===== src/rtl/nxti_pkg.sv =====
package nxti_pkg;
    typedef enum logic [2:0] {
        OP_RW  = 3'b001,
        OP_RS  = 3'b010,
        OP_RC  = 3'b011,
        OP_RWI = 3'b101,
        OP_RSI = 3'b110,
        OP_RCI = 3'b111
    } csr_op_e;

    localparam logic [1:0] PRIV_MACHINE = 2'b11;
    localparam int unsigned IMM_W = 5;
endpackage


===== src/rtl/nxti_decode.sv =====
module nxti_decode #(
    parameter int unsigned XLEN = 32
) (
    input  logic [2:0]      op,
    input  logic [XLEN-1:0] src,
    input  logic            src_x0,
    output logic            legal,
    output logic            writes,
    output logic [XLEN-1:0] set_mask,
    output logic [XLEN-1:0] clr_mask
);
    import nxti_pkg::*;

    logic [XLEN-1:0] imm_ext;

    always_comb begin
        imm_ext = '0;
        imm_ext[IMM_W-1:0] = src[IMM_W-1:0];
        legal    = 1'b0;
        writes   = 1'b0;
        set_mask = '0;
        clr_mask = '0;
        case (op)
            OP_RS: begin
                legal    = 1'b1;
                writes   = !src_x0;
                set_mask = src_x0 ? '0 : src;
            end
            OP_RSI: begin
                legal    = 1'b1;
                writes   = (imm_ext != '0);
                set_mask = imm_ext;
            end
            OP_RCI: begin
                legal    = 1'b1;
                writes   = (imm_ext != '0);
                clr_mask = imm_ext;
            end
            default: begin
                legal = 1'b0;
            end
        endcase
    end
endmodule


===== src/rtl/nxti_suit.sv =====
module nxti_suit #(
    parameter int unsigned LVL_W = 8
) (
    input  logic [1:0]       priv,
    input  logic [LVL_W-1:0] level,
    input  logic             hw_vec,
    input  logic [LVL_W-1:0] prev_level,
    input  logic [LVL_W-1:0] thresh,
    output logic             suitable
);
    import nxti_pkg::*;

    logic is_machine;
    logic above_prev;
    logic above_thresh;

    always_comb begin
        is_machine   = (priv == PRIV_MACHINE);
        above_prev   = (level > prev_level);
        above_thresh = (level > thresh);
        suitable     = is_machine && above_prev && above_thresh && !hw_vec;
    end
endmodule


===== src/rtl/nxti_vec_addr.sv =====
module nxti_vec_addr #(
    parameter int unsigned XLEN = 32,
    parameter int unsigned ID_W = 12
) (
    input  logic [XLEN-1:0] base,
    input  logic [ID_W-1:0] id,
    input  logic            suitable,
    output logic [XLEN-1:0] addr
);
    localparam int unsigned ENTRY_BYTES = XLEN / 8;
    localparam int unsigned ENTRY_SHIFT = $clog2(ENTRY_BYTES);

    logic [XLEN-1:0] offset;

    generate
        if (XLEN > ID_W + ENTRY_SHIFT) begin : g_wide
            always_comb begin
                offset = '0;
                offset[ID_W+ENTRY_SHIFT-1:0] = {id, {ENTRY_SHIFT{1'b0}}};
            end
        end else begin : g_narrow
            logic [ID_W+ENTRY_SHIFT-1:0] full_off;
            always_comb begin
                full_off = {id, {ENTRY_SHIFT{1'b0}}};
                offset   = full_off[XLEN-1:0];
            end
        end
    endgenerate

    always_comb begin
        addr = suitable ? (base + offset) : '0;
    end
endmodule


===== src/rtl/nxti_claim_unit.sv =====
module nxti_claim_unit #(
    parameter int unsigned XLEN  = 32,
    parameter int unsigned LVL_W = 8,
    parameter int unsigned ID_W  = 12
) (
    input  logic             clk,
    input  logic             rst_n,
    input  logic             csr_valid,
    input  logic [2:0]       csr_op,
    input  logic [XLEN-1:0]  csr_src,
    input  logic             csr_src_x0,
    input  logic [1:0]       top_priv,
    input  logic [LVL_W-1:0] top_level,
    input  logic [ID_W-1:0]  top_id,
    input  logic             top_hw_vec,
    input  logic             top_edge,
    input  logic [LVL_W-1:0] prev_level,
    input  logic [LVL_W-1:0] thresh,
    input  logic [XLEN-1:0]  tbl_base,
    output logic             rsp_valid,
    output logic [XLEN-1:0]  rsp_rdata,
    output logic             rsp_illegal,
    output logic [XLEN-1:0]  status_bits,
    output logic [LVL_W-1:0] cur_level,
    output logic [ID_W-1:0]  exc_code,
    output logic             pend_clr,
    output logic [ID_W-1:0]  pend_clr_id
);
    typedef struct packed {
        logic             rsp_valid;
        logic [XLEN-1:0]  rdata;
        logic             illegal;
        logic [XLEN-1:0]  status;
        logic [LVL_W-1:0] level;
        logic [ID_W-1:0]  code;
        logic             clr;
        logic [ID_W-1:0]  clr_id;
    } claim_state_t;

    claim_state_t st_d, st_q;

    logic            dec_legal;
    logic            dec_writes;
    logic [XLEN-1:0] dec_set;
    logic [XLEN-1:0] dec_clr;
    logic            int_ok;
    logic [XLEN-1:0] vec_addr;

    nxti_decode #(.XLEN(XLEN)) u_decode (
        .op       (csr_op),
        .src      (csr_src),
        .src_x0   (csr_src_x0),
        .legal    (dec_legal),
        .writes   (dec_writes),
        .set_mask (dec_set),
        .clr_mask (dec_clr)
    );

    nxti_suit #(.LVL_W(LVL_W)) u_suit (
        .priv       (top_priv),
        .level      (top_level),
        .hw_vec     (top_hw_vec),
        .prev_level (prev_level),
        .thresh     (thresh),
        .suitable   (int_ok)
    );

    nxti_vec_addr #(.XLEN(XLEN), .ID_W(ID_W)) u_vec (
        .base     (tbl_base),
        .id       (top_id),
        .suitable (int_ok),
        .addr     (vec_addr)
    );

    always_comb begin
        st_d           = st_q;
        st_d.rsp_valid = 1'b0;
        st_d.rdata     = '0;
        st_d.illegal   = 1'b0;
        st_d.clr       = 1'b0;
        st_d.clr_id    = '0;
        if (csr_valid) begin
            st_d.rsp_valid = 1'b1;
            if (!dec_legal) begin
                st_d.illegal = 1'b1;
            end else begin
                st_d.rdata = vec_addr;
                if (dec_writes) begin
                    st_d.status = (st_q.status | dec_set) & ~dec_clr;
                    if (int_ok) begin
                        st_d.code  = top_id;
                        st_d.level = top_level;
                        if (top_edge) begin
                            st_d.clr    = 1'b1;
                            st_d.clr_id = top_id;
                        end
                    end
                end
            end
        end
    end

    always_ff @(posedge clk or negedge rst_n) begin
        if (!rst_n) begin
            st_q <= '0;
        end else begin
            st_q <= st_d;
        end
    end

    assign rsp_valid   = st_q.rsp_valid;
    assign rsp_rdata   = st_q.rdata;
    assign rsp_illegal = st_q.illegal;
    assign status_bits = st_q.status;
    assign cur_level   = st_q.level;
    assign exc_code    = st_q.code;
    assign pend_clr    = st_q.clr;
    assign pend_clr_id = st_q.clr_id;
endmodule


===== config.mk =====
export PLATFORM = sky130hd
export DESIGN_NAME = nxti_claim_unit
export DESIGN_NICKNAME = d
export VERILOG_FILES = /design/src/rtl/nxti_pkg.sv /design/src/rtl/nxti_decode.sv /design/src/rtl/nxti_suit.sv /design/src/rtl/nxti_vec_addr.sv /design/src/rtl/nxti_claim_unit.sv
export SDC_FILE = /design/constraint.sdc
export NUM_CORES = 1
export LEC_CHECK = 0
export ABC_AREA = 1
export BUFFER_PORTS_ARGS = -buffer_cell sky130_fd_sc_hd__buf_2
export CORE_UTILIZATION = 50
export CTS_CLUSTER_SIZE = 28
export DETAILED_ROUTE_END_ITERATION = 8
export PLACE_DENSITY = 0.81
export SYNTH_ARGS = -nofsm -noshare
export SYNTH_HDL_FRONTEND = slang
export SYNTH_SLANG_ARGS = --single-unit

===== constraint.sdc =====
create_clock -name clk -period 0.9 [get_ports clk]
set_input_delay 0.09 -clock clk [delete_from_list [all_inputs] [get_ports clk]]
set_output_delay 0.09 -clock clk [all_outputs]
set_load 0.02 [all_outputs]

==> results of run 1 <==
## synthesized netlist by cell type (2+ instances only)
library cell | count | area share (%)
sky130_fd_sc_hd__o22ai_1 | 5 | 0.57
sky130_fd_sc_hd__xnor2_1 | 12 | 1.9
sky130_fd_sc_hd__a21boi_0 | 2 | 0.27
sky130_fd_sc_hd__nand4_1 | 3 | 0.34
sky130_fd_sc_hd__dfrtp_1 | 99 | 45
sky130_fd_sc_hd__o21ai_0 | 8 | 0.73
sky130_fd_sc_hd__nor2_2 | 4 | 0.46
sky130_fd_sc_hd__a21oi_1 | 14 | 1.3
sky130_fd_sc_hd__buf_4 | 4 | 0.55
sky130_fd_sc_hd__clkbuf_1 | 2 | 0.14
sky130_fd_sc_hd__nor2_4 | 11 | 2.3
sky130_fd_sc_hd__ha_1 | 28 | 6.4
sky130_fd_sc_hd__inv_2 | 2 | 0.14
sky130_fd_sc_hd__nor2_1 | 89 | 6.1
sky130_fd_sc_hd__nand2_1 | 217 | 15
sky130_fd_sc_hd__nor3_2 | 2 | 0.37
sky130_fd_sc_hd__inv_1 | 118 | 8.1
sky130_fd_sc_hd__nand3_1 | 31 | 2.8
sky130_fd_sc_hd__buf_2 | 2 | 0.18
sky130_fd_sc_hd__nor3_1 | 6 | 0.55
sky130_fd_sc_hd__o21bai_1 | 28 | 3.8
## metrics by stage
stage / utilization [%] / worst slack, ns / hold slack [ns]
after floorplan: - / -0.492 / -0.206
after global placement: 76.9 / -0.682 / 0.0894
after detailed placement: 76.9 / -0.733 / 0.0968
after CTS: 93.2 / -0.257 / 0.000599
## logic make-up after synthesis
| family | count (synthesis) | synth area share, % |
|---|---|---|
| xor gates and xnor gates | 12 | 1.92 |
| DFF | 99 | 45.3 |
| and+or+nand+nor | 370 | 29.2 |
| buffers and inverters | 131 | 9.79 |
| adders and majority gates | 29 | 6.77 |
| AOI/OAI and AO/OA | 60 | 7.07 |
## timing repair
item | CTS
gates resized for setup | 298
cloned | 0
pin swaps | 30
endpoints found under the setup margin | 164
hold endpoints to repair | 133
hold buffers | 35
setup buffers | 18
==> impl_summary.md, run 1 <==
Outcome
The flow did not finish. The stage where the flow stopped is global routing. The first error in the log reads "[ERROR DPL-0038] Utilization greater than 100%, impossible to legalize".

Clocking
The H-tree was split into 3 levels. The number of buffers between clock root and the deepest sink is 2. The sink count of the clock tree is 99. Clock tree synthesis inserted a total of 9 buffers. The root buffer cell chosen for the clock tree is sky130_fd_sc_hd__clkbuf_8.

Place
During placement, the flow inserted port buffers numbering about 210. Summed over all nets, the half-perimeter wirelength after detailed placement is ~13 mm. The final RePlAce weighted congestion is between 0.8 and 0.9. The post-detailed-placement cell area is approximately 8000 um^2. The cell count after placement is roughly 1.1k.

Synthesis
For this run, the number of Yosys warnings is 0. The number of nets handed over by synthesis was 841. Synthesis handed over a netlist of 701 instances.

Summing every instance area after synthesis gives 5470 um^2. The synthesized area per cell is slightly below 8 um^2. In this run, synthesis produced a sequential element count of 99. The number of flops mapped to enable cells by yosys is 0. After synthesis, the netlist uses 35 different library cells. For this run, the register share of the synthesized area comes to a little under half. The most used flip-flop cell after synthesis is sky130_fd_sc_hd__dfrtp_1. The proportion of register bits with asynchronous set or reset after synthesis is 100%.

Die
The number of core rows is 37. 210 I/O pins were placed. For this configuration, the core starts out at a cell density of ~52%.

In this run the vertical extent of the chip is between 100 and 150 um. The die span in x is roughly 110 um.

Timing
After the last repair the worst path ends at a register input. The worst endpoint after global-route timing repair is pend_clr_id[6]$_DFF_PN0_/D.

Global route
Entering global routing, the biggest net connects 46 pins.
==> run 2: changes to the inputs <==
--- a/config.mk
+++ b/config.mk
@@ -7,10 +7,9 @@
 export LEC_CHECK = 0
 export ABC_AREA = 1
 export BUFFER_PORTS_ARGS = -buffer_cell sky130_fd_sc_hd__buf_2
-export CORE_UTILIZATION = 50
-export CTS_CLUSTER_SIZE = 28
+export CORE_UTILIZATION = 40
 export DETAILED_ROUTE_END_ITERATION = 8
-export PLACE_DENSITY = 0.81
+export PLACE_DENSITY_LB_ADDON = 0.15
 export SYNTH_ARGS = -nofsm -noshare
 export SYNTH_HDL_FRONTEND = slang
 export SYNTH_SLANG_ARGS = --single-unit
==> run 2 against run 1 <==
Net effect:
- the flow now finishes, with violations (negative setup slack)
- synthesized area is the same
- synthesized cell count is the same
==> impl_summary.md, run 2 <==
Outcome
The run finished, with violations left. The final reports fail on negative setup slack.

Route
After detailed routing, the average wire length per cell comes to 14.8 um. The count of nets left with antenna violations once routing finished came out at 0. Detailed routing inserted a total of 5,789 vias.

The count of routing violations after the opening detailed-route iteration is 351. The first detailed-routing pass ran for 4 iterations. The aggregate routed wire length is about 19 mm.

After detailed routing, the number of remaining DRC violations is 0. After detailed routing, the number of vias per cell comes to approximately 4.6.

Synthesis
The proportion of register bits with asynchronous set or reset after synthesis is 100% (unchanged). The synthesis warning total came to 0 (unchanged). Sorting the synthesized cells by how often they occur yields sky130_fd_sc_hd__nand2_1, sky130_fd_sc_hd__inv_1, sky130_fd_sc_hd__dfrtp_1, sky130_fd_sc_hd__nor2_1, sky130_fd_sc_hd__nand3_1. The cell taking the most area after synthesis is sky130_fd_sc_hd__dfrtp_1.

The area share of the largest cell type after synthesis is 45.3% (unchanged). The post-synth net total came to 841 (unchanged). The number of flops mapped to enable cells by yosys is 0 (unchanged). The total of flip-flops plus latches after synthesis is 99 (unchanged). In the post-synthesis netlist, the biggest area contributors are sky130_fd_sc_hd__dfrtp_1, sky130_fd_sc_hd__nand2_1, sky130_fd_sc_hd__inv_1. The sequential-to-total area share from yosys stat came to 45.3% (unchanged). The count of cell types in the netlist came to 35 (unchanged). The cell area after synthesis is 5470 um^2 (unchanged).

The most frequently used flop master after synthesis is sky130_fd_sc_hd__dfrtp_1. The synthesized area per cell is 7.81 um^2 (unchanged). The cell with the most instances after synthesis is sky130_fd_sc_hd__nand2_1.

The cell count after synthesis came to 701 (unchanged).

Setup path
At the worst endpoint, the arrival time is around 1.5 ns. The required time at the worst-slack endpoint is about 1.2 ns. The worst setup path category is in2reg. The endpoint kind of the worst setup timing path is a flip-flop.

STA classifies the critical path startpoint as an input port. The largest fanout on the critical path is 10.

Global route
Entering global routing, the biggest net connects between 40 and 50 pins. The first-pass GRT wire length is ~28 mm. The via count of the first global-routing pass came to 5,729. The initial antenna violation count is 1.

The sum of overflow across all layers after global routing is 0. For this run, the total global-route usage over all layers was measured as between 20 and 30%.

Die
The total core area is between 10,000 and 15,000 um^2. The die extent in y is 119 um (+12%). The die span in x is 119 um (+12%). The number of core rows is 42 (+14%). The floorplan step defined a die boundary enclosing between 10,000 and 15,000 um^2. The initial cell density of the core came to 41.2% (-11 points).

The number of top-level pins is 210 (unchanged).

Timing
The hold violation total from the final report came to 0. Setup repair after global routing could not meet its margin everywhere. The number of pins exceeding their max-slew limit in the final report came to 0. After layout, the minimum clock period comes to approximately 1.2 ns.

Setup violations remaining at the end of the flow were counted as roughly 170. Once routing completed, OpenROAD measured the worst setup slack at -0.337 ns. The worst pin sits at a relative slew slack of approximately four fifths. The slew at the pin closest to its max-slew limit is about 0.3 ns. For this run, the top clock speed supported by timing is just over 0.8 GHz. After layout, the worst path uses 137% of the clock period. The final clock skew is 0 ns.

Clocking
The TritonCTS clock tree is yes. The clock network latency to the later pin of the worst-skew pair is around 0.35 ns. The sink count of the clock tree is 99 (unchanged).

The clock-pin slew on the worst setup and hold paths is 0.07 ns. CTS placed an instance of sky130_fd_sc_hd__clkbuf_16 at the clock tree root. The clock buffer count from CTS is 9 (unchanged).

The maximum level of the CTS H-tree was 3 (unchanged). The number of buffers between clock root and the deepest sink is 2 (unchanged).

Final layout
The post-layout utilization of the core is between 70% and 80%. From synthesis to final layout, the design area changed by 84.7%. The final-stage net count is 1,207. In the layout the commonest cells are sky130_fd_sc_hd__nand2_1, sky130_fd_sc_hd__buf_6, sky130_fd_sc_hd__buf_4. The most common cell after layout, fill and taps aside is sky130_fd_sc_hd__nand2_1. The fraction of final layout cells with drive strength greater than 1 is a little over half.

Worst hold path
The kind of path behind the tightest hold check is in2reg.

Flow run
Max-cap violations in this run came to 0.

Power and ir drop
Power spread over the standard cell area amounts to roughly 1400 nW/um^2. For this design the static power due to leakage is 0.00538 uW. The worst-case IR drop observed on VDD is between 0.8 and 0.9 mV. The power consumption is ~14,000 uW.

Place
The setup slack after placement is -0.726 ns (+0.00780 ns). The final RePlAce weighted congestion is 0.814 (-7.8%). The total of buffers placed on input and output ports is 209 (unchanged). The total half-perimeter wirelength after legalization and detailed placement is 11.8 mm (-5.9%).
==> run 2: cell counts after synthesis <==
No cell type changed its count.
==> run 2: kinds of logic (layout without fill, tap and decap cells) <==
kind of cell,count (synthesis),in the layout,share of synthesized area (%)
AOI/OAI and AO/OA,60,60,7.07
xor gates and xnor gates,12,12,1.92
adders and majority gates,29,29,6.77
buffers and inverters,131,502,9.79
DFF,99,99,45.3
other,0,1,0
and+or+nand+nor,370,370,29.2
==> run 2: power breakdown <==
part / switching, uW / leakage [uW] / internal, uW / total (uW)
Sequential: 314 / 0.00134 / 4840 / 5160
Clock: 1870 / 0.000152 / 2220 / 4090
Combinational: 2270 / 0.00389 / 2440 / 4710
==> run 2: layout make-up <==
cell class              count  area, um^2
clock inverters             6        78.8
repair buffers            364        3160
diodes                      1        2.50
repair inverters            1        11.3
well taps                 176         220
clock buffers              10         229
inverters                 121         527
multi-input cells         471        3400
fillers                   930        3190
flip-flops and latches     99        2480
==> run 2: through the flow <==
stage | cells | hold WS (ns) | cell area, um^2 | setup TNS [ns]
global route | 1249 | 0.0275 | 10100 | -31.30
CTS | 1232 | 0.00665 | 9680 | -23.20
finish | 1249 | 0.0114 | 10100 | -24.28
global placement | 1163 | -0.0709 | 7980 | -50.62
floorplan | 701 | -0.206 | 6090 | -23.96
detailed placement | 1163 | -0.0710 | 7980 | -52.18
==> run 2: per-layer routing <==
layer	global-route usage, %	up-vias	routed length (um)
met5	0	-	0
met4	10.6	0	578
met3	4.41	40	929
met2	44.5	186	9380
met1	31.5	2687	7650
li1	-	2876	-
==> run 2: repair_timing <==
action	4_1_cts	5_1_grt
resized for setup	271	101
buffers inserted	16	17
setup endpoints to repair	164	192
endpoints found under the hold margin	133	0
pin swaps	33	37
hold buffers	35	0
cloned	2	0
==> run 2: final timing paths <==
kind / depth (start not counted) / start / slack (ns) / to
worst max-delay path: 12 / prev_level[3] / -0.34 / pend_clr_id[3]
worst min-delay path: 3 / tbl_base[22] / 0.01 / rsp_rdata[22]
worst max register to register: 3 / status_bits[3] / -0.03 / status_bits[3]
worst min register to register: 2 / cur_level[6] / 0.50 / cur_level[6]
max in group asynchronous: 3 / rst_n / 0.34 / rsp_rdata[29]
min in group asynchronous: 2 / rst_n / 0.11 / status_bits[29]
==> run 2: critical path: stages <==
cell and delay (ns):
sky130_fd_sc_hd__buf_2 0.10, sky130_fd_sc_hd__inv_2 0.06, sky130_fd_sc_hd__ha_4 0.20, sky130_fd_sc_hd__nand2_4 0.07, sky130_fd_sc_hd__nor2_2 0.04, sky130_fd_sc_hd__and2_4 0.15, sky130_fd_sc_hd__nor2_4 0.11, sky130_fd_sc_hd__nand3_4 0.14
sky130_fd_sc_hd__nor2_4 0.19, sky130_fd_sc_hd__buf_12 0.16, sky130_fd_sc_hd__nand2_2 0.06, sky130_fd_sc_hd__nor2_1 0.12
(Power assumes the default switching activity.)
==> run 3: changes to the inputs <==
==> constraint.sdc (replaced) <==
create_clock -name clk -period 1.3 [get_ports clk]
set_input_delay 0.13 -clock clk [delete_from_list [all_inputs] [get_ports clk]]
set_output_delay 0.13 -clock clk [all_outputs]
set_load 0.02 [all_outputs]
==> run 3 against run 2 <==
Net effect:
- the flow finishes with violations (negative hold slack)
- global-route usage fell by 4.3 points
- cell count fell by 7.4%
- die area did not move
- largest cell class unchanged
- sequential share of layout area rose by 5.1 points
- via count fell by 9.8%
- flip-flop and latch count did not move
- critical path type unchanged
- sequential power fell by 33%
- register-to-register slack improved by 0.58 ns
- critical endpoint is now pend_clr_id[1]
==> impl_summary.md, run 3 (synthesized netlist as in run 2, its figures left out) <==
Final layout
The library cell used most frequently in the layout, excluding fill and tap cells, is sky130_fd_sc_hd__buf_2. The final-stage net count is 1,115 (-7.6%). The post-layout utilization of the core is 62.8% (-13 points). The fraction of final layout cells with drive strength greater than 1 is 43.9% (-8.4 points). The top cell types in the final layout, fill and taps aside, are sky130_fd_sc_hd__buf_2, sky130_fd_sc_hd__nand2_1, sky130_fd_sc_hd__inv_1. The area overhead of the layout relative to synthesis is 52.7%.

Clocking
The clock-pin slew on the worst setup and hold paths is 0.07 ns (about the same). The TritonCTS clock tree is yes. The number of hold-repair buffers added at the cts stage is 4 (-89%). The clock buffer count from CTS was 9 (unchanged). The number of buffers between clock root and the deepest sink is 2 (unchanged). The tree is rooted in a sky130_fd_sc_hd__clkbuf_16. The sink count of the clock tree is 99 (unchanged). The clock network latency to the later pin of the worst-skew pair is 0.35 ns (about the same). The maximum level of the CTS H-tree is 3 (unchanged).

Timing
The worst path needs roughly 1.3 ns of the cycle, external delays included. The number of pins exceeding their max-slew limit in the final report was 0 (unchanged). The worst hold slack across all endpoints is -0.00477 ns (-0.0161 ns).

The count of final setup violators came to 0 (-100%). The highest attainable clock frequency is a little under 0.8 GHz. The headroom to the max-slew limit was 64.4% (-15 points). The hold violation total from the final report is 1 (+1). The final clock skew is 0 ns (unchanged). Setup repair after global routing could not meet its margin everywhere.

The slew at the pin closest to its max-slew limit is 0.534 ns (+0.225 ns). The fraction of the cycle the final worst path needs is 99.6%.

Power and ir drop
The power density over cell area is 1020 nW/um^2 (-26%). The switching part of the total was 32.5% (+0.65 points). The leakage power came to 0.00474 uW (-12%). The part of the total power dissipated in sequential elements was 41.0% (+4.0 points). The power share of the combinational group is 28.2% (-5.5 points).

The clock group share of total power is 30.8% (+1.5 points). The internal power component is 5730 uW (-40%). The net load switching power is 2760 uW (-38%). The peak ir drop on the vdd network is 0.552 mV (-35%).

Route
The count of routing violations after the opening detailed-route iteration is 210 (-40%). The detailed-router iteration count before antenna repair is 5 (+1). The count of antenna-violating nets left after detailed routing is 0 (unchanged).

The post-route DRC violation count is 0 (unchanged). The detailed-route wire length per cell is 13.0 um (-13%). The via count normalized by instance count is 4.51 (-2.6%). The aggregate routed wire length is 15.0 mm (-19%). The via count came to 5,221 (-9.8%).

Die
The die span in x is 119 um (unchanged). The die footprint is 14,200 um^2 (unchanged). The number of top-level pins is 210 (unchanged). The die extent in y came to 119 um (unchanged). The total core area is 13,300 um^2 (unchanged).

The number of core rows is 42 (unchanged). The initial cell density of the core is 41.2% (unchanged).

Global route
The largest net degree at the start of global routing came to 42 (-2.3%). The first-pass GRT wire length is 23.6 mm (-16%). The global-route usage over all layers was 21.4% (-4.3 points). The met1 track utilization from global routing is 27.7% (-3.8 points). The initial antenna violation count is 1 (unchanged).

The via count of the first global-routing pass came to 4,903 (-14%). The global-route met3 utilization is 3.50% (-0.91 points). After global routing, the most crowded layer is met2. The met2 layer usage reported by global route is 35.2% (-9.3 points). The sum of overflow across all layers after global routing is 0 (unchanged).

Setup path
The slowest stage of the critical path belongs to the cell sky130_fd_sc_hd__nor2_4. The setup slack on the worst flop-to-flop path is 0.55 ns (+0.58 ns). The arrival time of the worst setup path is 1.58 ns (+0.07 ns). The top cell family by delay on the critical path is simple AND/OR/NAND/NOR gates.

The number of gates on the worst path with buffers counted is 12 (unchanged). The required time at the worst-slack endpoint was 1.59 ns (+0.42 ns). By instance count, the cell type seen most on the critical path is sky130_fd_sc_hd__nor2_4. The worst-case reg-to-reg path depth is 2 (-1). The worst setup path category is in2reg. In this run the worst setup path terminates at pend_clr_id[1].

The longest individual stage delay on the worst path is 0.24 ns (+0.04 ns). The startpoint identified for the worst register-to-register timing path is status_bits[3]. The number of buffers and inverters on the critical path is 3 (unchanged). The start point of the critical path is prev_level[4].

The startpoint kind of the worst setup timing path is an input port. Walking the worst path, the cells encountered are buf_2, inv_4, ha_4, nand2_4, nor2_4, and2_4, nor2_4, nand3_4, nor2_4, buf_8, nand2_4, nor2_4. The largest fanout on the critical path was 5 (-5). The endpoint of the lowest-slack register-to-register path is status_bits[3]. The worst setup path is captured at a flip-flop.

Worst hold path
The tightest min-delay check is of the in2reg type.

Outcome
The checks that failed: negative hold slack. The flow ran to the end, but the final reports show violations.

Place
The total of buffers placed on input and output ports is 209 (unchanged). The total half-perimeter wirelength after legalization and detailed placement is 11.7 mm (-0.58%). The final RePlAce weighted congestion came to 0.845 (+3.9%).

Flow run
The number of max-capacitance violations reported is 0 (unchanged).
-- run 3: cell count changes in the layout (fill, tap and decap cells not counted), sizes merged --
cell / previous run / this run
buf: 329 / 268
bufinv: 1 / 0
clkbuf: 10 / 11
clkinv: 1 / 3
dlygate4sd3: 35 / 4
inv: 126 / 124
-- run 3: power by group through the flow --
| stage | logic, uW | clock network, uW | registers (uW) |
|---|---|---|---|
| 6_report | 2390 | 2610 | 3480 |
| 2_1_floorplan | 935 | 0 | 3900 |
| 3_3_place_gp | 2240 | 0 | 3530 |
| 5_1_grt | 2620 | 2790 | 3510 |
| 4_1_cts | 2290 | 2680 | 3480 |
| 3_5_place_dp | 2270 | 0 | 3540 |
-- run 3: worst min-delay path by stage --
| stage | start | to | depth (start not counted) |
|---|---|---|---|
| finish | top_level[1] | cur_level[1] | 3 |
| global placement | rst_n | status_bits[22] | 1 |
| detailed placement | rst_n | status_bits[22] | 1 |
| floorplan | rst_n | cur_level[0] | 0 |
| global route | top_level[1] | cur_level[1] | 3 |
| CTS | csr_src[19] | status_bits[19] | 3 |
-- run 3: area by class of cell --
| cell class | count | area, um^2 |
|---|---|---|
| Sequential cell | 99 | 2480 |
| Fill cell | 1173 | 4940 |
| Timing Repair Buffer | 273 | 1720 |
| Tap cell | 176 | 220 |
| Multi-Input combinational cell | 471 | 3150 |
| Clock inverter | 6 | 57.6 |
| Clock buffer | 10 | 229 |
| Antenna cell | 1 | 2.50 |
| Inverter | 121 | 504 |
-- run 3: per-layer routing --
layer	part of all wire, %	wire length [um]
met1	45	6760
met2	47	7120
met5	0	0
met3	5.3	800
met4	2.1	316
-- run 3: worst register-to-register path: cells and delay by family, from the launching register on --
family / cells / cell delay, ns
AOI/OAI and AO/OA: 2 / 0.24
DFF: 1 / 0.39
-- run 3: metrics by stage --
step	setup TNS, ns	total power, uW	setup WS, ns	std cells	instance area [um^2]
6_report	0	8490	0.00459	1157	8350
2_1_floorplan	-1.09	4830	-0.132	701	5960
3_5_place_dp	-19.40	5810	-0.351	1133	7640
3_3_place_gp	-18.10	5780	-0.320	1133	7640
4_1_cts	0	8440	0.0202	1153	7970
5_1_grt	-1.63	8920	-0.0793	1157	8350
-- run 3: repair_timing --
action | CTS | global route
hold endpoints to repair | 102 | 1
gates resized for setup | 0 | 105
buffers inserted | 0 | 2
endpoints found under the setup margin | 0 | 60
==> run 4: changes to the inputs <==
--- a/config.mk
+++ b/config.mk
@@ -10,6 +10,7 @@
 export CORE_UTILIZATION = 40
 export DETAILED_ROUTE_END_ITERATION = 8
 export PLACE_DENSITY_LB_ADDON = 0.15
+export SETUP_SLACK_MARGIN = 0.3
 export SYNTH_ARGS = -nofsm -noshare
 export SYNTH_HDL_FRONTEND = slang
 export SYNTH_SLANG_ARGS = --single-unit
==> run 4 against run 3 <==
Net effect:
- the flow finishes with violations (negative setup slack)
- clock-buffer cell count down 1
- sequential power is 2% higher
- cell area increased by 17%
- utilization is 10 points higher
- non-clock buffer count rose by 52
- cell count grew 4.4%
- setup slack lost 0.020 ns
- global-route usage increased by 2.6 points
- clock skew unchanged
- combinational power grew 28%
- critical path type unchanged
- routed wire length grew 12%
==> impl_summary.md, run 4 (synthesized netlist as in run 2, its figures left out) <==
Outcome
The flow ran to the end, but the final reports show violations. The checks that failed: negative setup slack.

Place
The final RePlAce weighted congestion is 0.850 (+0.60%). The cell count after placement is 1,142 (+0.79%). The total half-perimeter wirelength after legalization and detailed placement is 12.0 mm (+2.2%).

The post-detailed-placement cell area is 7790 um^2 (+2.0%). The total of buffers placed on input and output ports was 209 (unchanged).

Power and ir drop
The part of the total power dissipated in sequential elements is 37.6% (-3.4 points). The leakage power is 0.00523 uW (+10%). The power density over cell area is 971 nW/um^2 (-4.4%).

The net load switching power was 2980 uW (+8.0%). The switching part of the total is 31.5% (-0.99 points). The power share of the combinational group is 32.4% (+4.2 points). The peak ir drop on the vdd network is 0.602 mV (+9.2%). The power consumption is 9460 uW (+11%). The internal power component is 6480 uW (+13%). The clock group share of total power is 30.0% (-0.8 points).

Timing
The slack of the critical path is -0.0153 ns (-0.0199 ns). The slew at the pin closest to its max-slew limit is 0.760 ns (+0.226 ns). Setup repair after global routing could not meet its margin everywhere. The post-route setup TNS was -0.0344 ns (-0.0344 ns). The count of final setup violators is 6 (+6). The hold violation total from the final report is 0 (-1). The time the worst path needs with I/O delays and setup is 1.32 ns (+0.0199 ns). The final clock skew is 0 ns (unchanged). The highest attainable clock frequency is 0.760 GHz (-1.5%). The fraction of the cycle the final worst path needs is 101% (+1.5 points). The headroom to the max-slew limit is 49.3% (-15 points).

The number of pins exceeding their max-slew limit in the final report came to 0 (unchanged).

Clocking
The maximum level of the CTS H-tree is 3 (unchanged). The clock-pin slew on the worst setup and hold paths is 0.07 ns (about the same). The number of buffers between clock root and the deepest sink is 2 (unchanged). The clock buffer count from CTS is 9 (unchanged). The clock network latency to the later pin of the worst-skew pair is 0.34 ns (about the same). The tree is rooted in a sky130_fd_sc_hd__clkbuf_16. The sink count of the clock tree is 99 (unchanged). TritonCTS built the clock tree.

Global route
The largest net degree at the start of global routing is 32 (-24%). The first-pass GRT wire length was 26.6 mm (+13%). The global-route usage over all layers is 24.0% (+2.6 points). The initial antenna violation count is 0 (-1).

The sum of overflow across all layers after global routing came to 0 (unchanged). The via count of the first global-routing pass came to 5,440 (+11%).

Setup path
The origin of the critical flop-to-flop path is cur_level[6]. The longest individual stage delay on the worst path is 0.20 ns (-0.04 ns). The required time at the worst-slack endpoint is 1.57 ns (-0.02 ns). Counting stages on the worst path, the most repeated cell is sky130_fd_sc_hd__nor2_4. The arrival time of the worst setup path is 1.59 ns (about the same). The worst setup path category is in2reg. The largest individual stage delay along the critical path comes from the cell sky130_fd_sc_hd__ha_4. The most critical setup path has its startpoint at prev_level[6]. The worst setup path is captured at a flip-flop.

The critical path goes through buf_4, inv_6, ha_4, nand2_4, nor2_4, and2_4, nor2_4, nand3_4, nor2_4, buf_12, buf_12, nand2_4, nor2_2. The largest fanout on the critical path came to 5 (unchanged). The startpoint kind of the worst setup timing path is an input port.

Final layout
The fraction of final layout cells with drive strength greater than 1 came to 50.1% (+6.2 points). The number of diodes came to 0 (-1). The library cell used most frequently in the layout, excluding fill and tap cells, is sky130_fd_sc_hd__nand2_1. The area of all placed cells without fillers came to 9740 um^2 (+17%).

The filler-free cell count of the finished design is 1,208 (+4.4%). The final-stage net count was 1,167 (+4.7%). Leaving out fill and tap cells, the most frequent cells in the layout are sky130_fd_sc_hd__nand2_1, sky130_fd_sc_hd__buf_6, sky130_fd_sc_hd__inv_1. Relative to the synthesized area, the layout overhead comes to 78.0%.

Die
The initial cell density of the core was 41.2% (unchanged). The number of core rows is 42 (unchanged). The die extent in y came to 119 um (unchanged). The die span in x was 119 um (unchanged). The number of top-level pins is 210 (unchanged). The die footprint is 14,200 um^2 (unchanged). The total core area is 13,300 um^2 (unchanged).

Route
The post-route DRC violation count is 0 (unchanged). The count of antenna-violating nets left after detailed routing is 0 (unchanged). The wire length on met1 is 7.29 mm (+7.9%). The via count normalized by instance count is 4.62 (+2.4%). The wire length on met2 is 8.33 mm (+17%).

The via count came to 5,580 (+6.9%). The count of routing violations after the opening detailed-route iteration is 282 (+34%). The met3 wire length was 1.01 mm (+26%). The detailed-router iteration count before antenna repair is 4 (-1). The highest metal layer used by the detailed router is met4.

The detailed-route wire length per cell came to 13.9 um (+7.2%). The aggregate routed wire length is 16.8 mm (+12%).

Flow run
The number of max-capacitance violations reported was 0 (unchanged).

Worst hold path
The kind of path behind the tightest hold check is in2reg. In this run the most critical hold path is launched from top_level[7].
run 4: final timing paths:
kind,depth (start not counted),slack (ns),endpoint
setup / recovery,13,-0.02,pend_clr_id[4]
hold / removal,3,0.004,cur_level[7]
setup reg to reg,4,0.41,cur_level[6]
hold reg to reg,1,0.50,status_bits[22]
max in group asynchronous,3,0.58,cur_level[3]
min in group asynchronous,2,0.23,status_bits[19]
run 4: power by group through the flow:
stage	sequential [uW]	combinational, uW	clock (uW)
2_1_floorplan	3900	942	0
3_3_place_gp	3540	2250	0
3_5_place_dp	3550	2270	0
4_1_cts	3550	2880	2890
5_1_grt	3580	3320	3020
6_report	3550	3060	2840
run 4: metrics by stage:
stage / hold WS (ns) / utilization, % / setup slack (ns)
2_1_floorplan: -0.166 / - / -0.132
3_3_place_gp: 0.0587 / 58.6 / -0.315
3_5_place_dp: 0.0563 / 58.6 / -0.339
4_1_cts: 0.000224 / 70.0 / 0.0482
5_1_grt: 0.0160 / 73.3 / -0.115
6_report: 0.00419 / 73.3 / -0.0153
run 4: timing repair:
| item | 4_1_cts | 5_1_grt |
|---|---|---|
| cloned | 2 | 1 |
| resized for setup | 265 | 86 |
| hold buffers | 5 | 0 |
| endpoints found under the setup margin | 154 | 163 |
| pin swaps | 41 | 19 |
| setup buffers | 28 | 14 |
| hold endpoints to repair | 69 | 0 |
run 4: layout make-up:
class                           instances  area [um^2]
Clock inverter                          7         92.6
Clock buffer                            9          225
Fill cell                             997         3550
Inverter                              121          512
Multi-Input combinational cell        471         3360
Tap cell                              176          220
Sequential cell                        99         2480
Timing Repair Buffer                  325         2850
run 4: critical path: cells and delay by family:
family | cells | cell delay, ns
buffers and inverters | 4 | 0.47
AND/OR/NAND/NOR | 8 | 0.78
adder cells (fa/ha/maj) | 1 | 0.20
run 4: metal layers:
metal	global-route usage, %	vias up
met2	40.4	180
met4	7.20	0
met5	0	-
met1	31.4	2591
li1	-	2798
met3	4.41	11
